### src/rtl/pm_alert_pkg.sv
package pm_alert_pkg;

    typedef enum logic [2:0] {
        ST_POLL  = 3'd0,
        ST_ARA   = 3'd1,
        ST_VOUT  = 3'd2,
        ST_ABORT = 3'd3,
        ST_STAT  = 3'd4,
        ST_ERR   = 3'd5
    } seq_state_e;

    typedef enum logic [1:0] {
        KIND_RECV   = 2'd0,
        KIND_WRWORD = 2'd1,
        KIND_RDBYTE = 2'd2
    } txn_kind_e;

    typedef enum logic [1:0] {
        ERR_NONE    = 2'd0,
        ERR_NAK     = 2'd1,
        ERR_TIMEOUT = 2'd2
    } err_code_e;

    localparam logic [6:0] ALERT_RESP_ADDR = 7'h0C;
    localparam logic [7:0] CMD_SET_VOUT    = 8'h21;
    localparam logic [7:0] CMD_READ_STATUS = 8'h78;

endpackage

### src/rtl/pm_alert_sync.sv
module pm_alert_sync #(
    parameter int   STAGES  = 2,
    parameter logic RST_VAL = 1'b1
) (
    input  logic clk,
    input  logic rst_n,
    input  logic din,
    output logic dout
);
    logic [STAGES-1:0] sh_d, sh_q;

    always_comb begin
        sh_d = {sh_q[STAGES-2:0], din};
    end

    always_ff @(posedge clk) begin
        if (!rst_n) sh_q <= {STAGES{RST_VAL}};
        else        sh_q <= sh_d;
    end

    assign dout = sh_q[STAGES-1];
endmodule

### src/rtl/pm_poll_timer.sv
module pm_poll_timer #(
    parameter int POLL_TICKS = 1_000_000
) (
    input  logic clk,
    input  logic rst_n,
    output logic poll_o
);
    localparam int CW = (POLL_TICKS > 2) ? $clog2(POLL_TICKS) : 1;
    localparam logic [CW-1:0] LAST = CW'(POLL_TICKS - 1);

    logic [CW-1:0] cnt_d, cnt_q;

    always_comb begin
        cnt_d = (cnt_q == LAST) ? '0 : cnt_q + 1'b1;
    end

    always_ff @(posedge clk) begin
        if (!rst_n) cnt_q <= '0;
        else        cnt_q <= cnt_d;
    end

    assign poll_o = (cnt_q == LAST);

    // the interval counter never leaves its range, so polls stay evenly spaced
    p_poll_bound_r1: assert property (@(posedge clk) disable iff (!rst_n)
        cnt_q <= LAST);
endmodule

### src/rtl/pm_deadline.sv
module pm_deadline #(
    parameter int DL_TICKS = 20_000_000
) (
    input  logic clk,
    input  logic rst_n,
    input  logic start,
    input  logic stop,
    output logic expired
);
    localparam int CW = $clog2(DL_TICKS + 1);
    localparam logic [CW-1:0] LIMIT = CW'(DL_TICKS);

    typedef struct packed {
        logic          run;
        logic [CW-1:0] cnt;
    } dl_regs_t;

    dl_regs_t r_d, r_q;

    always_comb begin
        r_d = r_q;
        if (start) begin
            r_d.run = 1'b1;
            r_d.cnt = '0;
        end else if (stop) begin
            r_d.run = 1'b0;
        end else if (r_q.run && r_q.cnt != LIMIT) begin
            r_d.cnt = r_q.cnt + 1'b1;
        end
    end

    always_ff @(posedge clk) begin
        if (!rst_n) r_q <= '0;
        else        r_q <= r_d;
    end

    assign expired = r_q.run && (r_q.cnt == LIMIT);

    // the count saturates at the deadline and never wraps back into range
    p_dl_saturate_r5: assert property (@(posedge clk) disable iff (!rst_n)
        r_q.cnt <= LIMIT);
endmodule

### src/rtl/pm_alert_seq.sv
module pm_alert_seq
    import pm_alert_pkg::*;
#(
    parameter int POLL_TICKS = 1_000_000,
    parameter int DL_TICKS   = 20_000_000
) (
    input  logic        clk,
    input  logic        rst_n,
    input  logic        alert_n,
    input  logic [15:0] vout_code,
    input  logic        err_clr,
    output logic        req_valid,
    output logic [1:0]  req_kind,
    output logic [6:0]  req_addr,
    output logic [7:0]  req_cmd,
    output logic [15:0] req_wdata,
    input  logic        rsp_done,
    input  logic        rsp_ackfail,
    input  logic [7:0]  rsp_rdata,
    output logic [7:0]  status_byte,
    output logic [1:0]  err_code,
    output logic        vout_ok
);
    typedef struct packed {
        seq_state_e state;
        logic       low_seen;
        logic [6:0] tgt;
        logic [7:0] status;
        err_code_e  err;
        err_code_e  pend;
        logic       vout_ok;
    } seq_regs_t;

    localparam seq_regs_t RESET_REGS = '{
        state: ST_POLL, low_seen: 1'b0, tgt: '0, status: '0,
        err: ERR_NONE, pend: ERR_NONE, vout_ok: 1'b0};

    logic alert_s;
    logic alert_low;
    logic poll;
    logic dl_start, dl_stop, dl_expired;

    seq_regs_t r_d, r_q;

    pm_alert_sync #(.STAGES(2), .RST_VAL(1'b1)) u_sync (
        .clk(clk), .rst_n(rst_n), .din(alert_n), .dout(alert_s));

    assign alert_low = ~alert_s;

    pm_poll_timer #(.POLL_TICKS(POLL_TICKS)) u_poll (
        .clk(clk), .rst_n(rst_n), .poll_o(poll));

    pm_deadline #(.DL_TICKS(DL_TICKS)) u_dl (
        .clk(clk), .rst_n(rst_n), .start(dl_start), .stop(dl_stop),
        .expired(dl_expired));

    // Deadline control: armed by the first low poll, halted by a high poll,
    // by the voltage write finishing, or by leaving the service states.
    always_comb begin
        dl_start = (r_q.state == ST_POLL) && poll && alert_low && !r_q.low_seen;
        dl_stop  = ((r_q.state == ST_POLL) && poll && !alert_low)
                 || ((r_q.state == ST_VOUT) && rsp_done)
                 || !(r_q.state inside {ST_POLL, ST_ARA, ST_VOUT});
    end

    always_comb begin
        r_d         = r_q;
        r_d.vout_ok = 1'b0;
        case (r_q.state)
            ST_POLL: begin
                if (poll) begin
                    if (!alert_low) begin
                        r_d.low_seen = 1'b0;
                    end else if (r_q.low_seen) begin
                        r_d.low_seen = 1'b0;
                        r_d.state    = ST_ARA;
                    end else begin
                        r_d.low_seen = 1'b1;
                    end
                end
            end
            ST_ARA: begin
                if (dl_expired) begin
                    r_d.pend  = ERR_TIMEOUT;
                    r_d.state = ST_ABORT;
                end else if (rsp_done) begin
                    if (rsp_ackfail) begin
                        r_d.pend  = ERR_NAK;
                        r_d.state = ST_STAT;
                    end else begin
                        r_d.tgt   = rsp_rdata[7:1];
                        r_d.state = ST_VOUT;
                    end
                end
            end
            ST_VOUT: begin
                if (dl_expired) begin
                    r_d.pend  = ERR_TIMEOUT;
                    r_d.state = ST_ABORT;
                end else if (rsp_done) begin
                    if (rsp_ackfail) begin
                        r_d.pend  = ERR_NAK;
                        r_d.state = ST_STAT;
                    end else begin
                        r_d.vout_ok = 1'b1;
                        r_d.state   = ST_POLL;
                    end
                end
            end
            ST_ABORT: begin
                r_d.state = ST_STAT;
            end
            ST_STAT: begin
                if (rsp_done) begin
                    r_d.status = rsp_ackfail ? 8'hFF : rsp_rdata;
                    r_d.err    = r_q.pend;
                    r_d.state  = ST_ERR;
                end
            end
            ST_ERR: begin
                if (err_clr) begin
                    r_d.err      = ERR_NONE;
                    r_d.pend     = ERR_NONE;
                    r_d.low_seen = 1'b0;
                    r_d.state    = ST_POLL;
                end
            end
            default: r_d = RESET_REGS;
        endcase
    end

    always_ff @(posedge clk) begin
        if (!rst_n) r_q <= RESET_REGS;
        else        r_q <= r_d;
    end

    // Request decode from the registered state.
    always_comb begin
        req_valid = 1'b0;
        req_kind  = KIND_RECV;
        req_addr  = '0;
        req_cmd   = '0;
        req_wdata = '0;
        case (r_q.state)
            ST_ARA: begin
                req_valid = 1'b1;
                req_kind  = KIND_RECV;
                req_addr  = ALERT_RESP_ADDR;
            end
            ST_VOUT: begin
                req_valid = 1'b1;
                req_kind  = KIND_WRWORD;
                req_addr  = r_q.tgt;
                req_cmd   = CMD_SET_VOUT;
                req_wdata = vout_code;
            end
            ST_STAT: begin
                req_valid = 1'b1;
                req_kind  = KIND_RDBYTE;
                req_addr  = r_q.tgt;
                req_cmd   = CMD_READ_STATUS;
            end
            default: ;
        endcase
    end

    assign status_byte = r_q.status;
    assign err_code    = r_q.err;
    assign vout_ok     = r_q.vout_ok;

    // every new service opens with the alert-response read
    p_ara_first_r3: assert property (@(posedge clk) disable iff (!rst_n)
        ($rose(req_valid) && req_kind != KIND_RDBYTE)
            |-> (req_kind == KIND_RECV && req_addr == ALERT_RESP_ADDR));

    // the alert-response read starts only on a poll that saw the line low
    p_gated_by_alert_r2: assert property (@(posedge clk) disable iff (!rst_n)
        ($rose(req_valid) && req_kind == KIND_RECV)
            |-> ($past(poll) && $past(alert_low)));

    // a voltage write is never reported good once the deadline has passed
    p_vout_in_time_r5: assert property (@(posedge clk) disable iff (!rst_n)
        vout_ok |-> !$past(dl_expired));

    // the error code holds until cleared
    p_err_hold_r8: assert property (@(posedge clk) disable iff (!rst_n)
        (err_code != 2'd0 && !err_clr) |=> (err_code == $past(err_code)));

    // no bus traffic while an error is latched
    p_quiet_in_err_r8: assert property (@(posedge clk) disable iff (!rst_n)
        (err_code != 2'd0) |-> !req_valid);

    // a pending request keeps its kind and target until answered or withdrawn
    p_req_hold_r4: assert property (@(posedge clk) disable iff (!rst_n)
        (req_valid && !rsp_done && !dl_expired)
            |=> (req_valid && $stable(req_kind) && $stable(req_addr)));
endmodule

### config.mk
export PLATFORM = sky130hd
export DESIGN_NAME = pm_alert_seq
export DESIGN_NICKNAME = d
export VERILOG_FILES = /design/src/rtl/pm_alert_pkg.sv /design/src/rtl/pm_alert_sync.sv /design/src/rtl/pm_poll_timer.sv /design/src/rtl/pm_deadline.sv /design/src/rtl/pm_alert_seq.sv
export SDC_FILE = /design/constraint.sdc
export NUM_CORES = 1
export LEC_CHECK = 0
export BUFFER_PORTS_ARGS = -buffer_cell sky130_fd_sc_hd__buf_2
export CORE_ASPECT_RATIO = 1.25
export CORE_MARGIN = 3
export CORE_UTILIZATION = 56
export DETAILED_ROUTE_END_ITERATION = 7
export PLACE_DENSITY = 0.8
export SYNTH_ARGS = -nofsm -noshare
export SYNTH_HDL_FRONTEND = slang
export SYNTH_SLANG_ARGS = --single-unit
### constraint.sdc
create_clock -name clk -period 3.2 [get_ports clk]
set_clock_uncertainty 0.2 [all_clocks]
set_input_delay 0.32 -clock clk [delete_from_list [all_inputs] [get_ports clk]]
set_output_delay 0.32 -clock clk [all_outputs]
set_load 0.05 [all_outputs]
==> results.py <==
metrics = {
    "outcome": {
        "outcome": "complete, no violations",
    },
    "placed_design": {
        "dp.cells": 627,
        "post-place-ws_ps": 498,
        "place_area_um2": 4280,
        "port-buffer-count": 71,
        "gp_congestion": 0.848,
        "dp_hpwl_um": 6470,
    },
    "finish": {
        "final_cell_area_um2": 4560,
        "drive_above_1_share_pct": 19.2,
        "layout_commonest_cell": "dfxtp_1",
        "post-route-util_pct": 67.8,
        "multiInputGateArea_um2": 2260,
        "finalNonFillerCells": 644,
        "diodes": 0,
        "mostFrequentLayoutCells": "72 x dfxtp_1, 71 x buf_2, 55 x nand2_1, 55 x nor2_1, 27 x a21oi_1",
        "ff_latch_area_um2": 1440,
        "nNetsFinal": 585,
        "n_fill_cell": 572,
        "syn2layout_area_growth_pct": 13.9,
    },
    "yosys": {
        "syn_avg_cell_area_um2": 8.04,
        "async_flop_share_pct": 0,
        "ys_types": 53,
        "ys_ff_latch": 72,
        "syn_inst": 498,
        "synth_edf_count": 0,
        "ys.flop_type": "dfxtp_1",
        "synth_area_um2": 4010,
        "ys_warn_count": 0,
        "yosysSeqAreaShare_pct": 36.0,
    },
    "timing": {
        "timing.hold.ws_ps": 32.5,
        "relSlewSlack_pct": 45.6,
        "tns_ps": 0,
        "hold_viol": 0,
        "rsz0062_at_grt": "no",
        "period_share_pct": 86.7,
        "min_period_ps": 2770,
        "slew_violations": 0,
        "setup-violations-final": 0,
        "final.setup.worst_slack_ps": 426,
        "max_freq_mhz": 360,
        "tightest_slew_ps": 808,
    },
    "setup_path": {
        "worstSetupStartpointType": "flip-flop",
        "critical_path_class": "reg2out",
        "path_max_fanout": 14,
        "arrival_ps": 2250,
        "crit_path_end_kind": "output port",
        "crit_required_ps": 2680,
    },
    "die": {
        "ios": 75,
        "fp-row-count": 33,
        "die-area_um2": 8210,
        "chipHeight_um": 101,
        "initial_utilization_pct": 59.5,
        "die_w_um": 81.6,
        "core_area_um2": 6730,
    },
    "clock_tree": {
        "clkTransAtPathRegs_ps": 70,
        "clock_latency_ps": 340,
        "ctsHtreeMaxLevel": 3,
        "cts_tree": "done",
        "clockBufferDepth": 2,
        "clock-sinks": 72,
        "cts_setup_buffers": 0,
        "cts_buffers": 9,
        "root_buffer": "clkbuf_8",
    },
    "power": {
        "ir_drop_uv": 427,
        "power.total_mw": 2.01,
        "powerDensity_nw_per_um2": 440,
        "power_leakage_nw": 1.77,
    },
    "grt": {
        "grt_pass1_wl_um": 14900,
        "antenna_found_initial": 0,
        "grt_max_degree": 29,
        "grt_pass1_vias": 3442,
        "track_usage_pct": 22.8,
        "grt_overflow": 0,
    },
    "route": {
        "wl_per_cell_um": 14.0,
        "vias_per_cell": 5.73,
        "vias": 3693,
        "wl_um": 8990,
        "ant_nets": 0,
        "dr.pass1.iters": 4,
        "drc_errors": 0,
        "drt_iter0_markers": 207,
    },
    "min_path": {
        "hp-class": "in2reg",
    },
    "job": {
        "maxCapViolCount": 0,
    },
}
## cell usage after synthesis (2+ instances only)
cell	n	area share, %
ha_1	3	0.94
o31ai_1	15	2.8
nor2_1	55	5.2
clkbuf_1	11	1.0
and4_1	4	0.87
o21ai_0	11	1.4
nor4b_1	3	0.66
o2111ai_1	2	0.44
mux2i_1	15	3.7
xor2_1	8	1.7
or4_1	20	3.7
buf_2	2	0.25
o31a_1	3	0.66
buf_6	3	0.84
buf_4	19	3.6
xnor2_1	12	2.6
a21oi_1	27	3.4
nand3_1	22	2.7
a21oi_2	7	1.5
nand2_1	55	5.2
nor4bb_1	2	0.50
dfxtp_1	72	36
a221oi_1	3	0.66
buf_1	3	0.28
nor4_1	6	0.94
nand2b_1	9	1.4
nor3_1	14	1.7
o21ai_1	5	0.62
o21a_1	2	0.37
and2_1	24	3.7
nor2b_1	7	1.1
and3_1	6	0.94
nand4_1	14	2.2
inv_1	15	1.4
## worst max-delay path, cell delays in order (launching register included)
cell	delay [ps]
dfxtp_1	630
clkinv_1	360
nor3_1	310
buf_4	200
and2_1	140
buf_2	260
## path summary, 6_finish.rpt
path,start,end,slack (ps),depth (start not counted)
setup reg to reg,u_poll.cnt_q[10]$_SDFF_PP0_,u_dl.r_q[6]$_SDFFE_PP0P_,470,5
hold / removal,rsp_rdata[4],r_q[16]$_SDFFE_PN0P_,30,3
hold reg to reg,u_sync.sh_q[0]$_SDFF_PN1_,u_sync.sh_q[1]$_SDFF_PN1_,250,1
setup / recovery,r_q[22]$_SDFFE_PN0P_,req_wdata[15],430,5
## state kept, by name (all words and copies together), names as in the netlist
name / count
err_code: 2
r_q: 13
status_byte: 8
u_dl.r_q: 26
u_poll.cnt_q: 20
u_sync.sh_q: 2
vout_ok: 1
## layer usage
| layer | GRT usage, % | share of wire (%) |
|---|---|---|
| met5 | 0 | 0 |
| met4 | 7.29 | 1.2 |
| met3 | 5.19 | 6.1 |
| met2 | 41.2 | 49 |
| met1 | 26.2 | 44 |
## kinds of logic (layout without fill, tap and decap cells)
kind of cell	Yosys count	in the layout	synth area share, %
xor gates and xnor gates	20	20	4.37
AOI/OAI and AO/OA	86	86	14.8
buffers and inverters	55	112	7.97
DFF	72	72	36.0
adders and majority gates	3	3	0.937
muxes	15	15	3.75
other	1	3	0.0936
and+or+nand+nor	246	246	32.1
## layout make-up
class	instances	share of cell area (%)
clock buffers	11	3.10
flip-flops and latches	72	31.6
well taps	87	2.39
repair buffers	80	9.32
clock inverters	5	2.80
inverters	16	1.32
multi-input cells	373	49.5
## power by group
| part | total, mW | internal, mW | switching (mW) |
|---|---|---|---|
| clock network | 0.950 | 0.618 | 0.332 |
| logic | 0.142 | 0.0472 | 0.0948 |
| registers | 0.915 | 0.902 | 0.0125 |
| total | 2.01 | 1.57 | 0.439 |
## what timing repair did
action | in CTS | in global routing
resized for setup | 0 | 0
endpoints found under the hold margin | 1 | 0
setup endpoints to repair | 0 | 0
hold buffers | 1 | 0
Power figures use the tool's default switching activity.
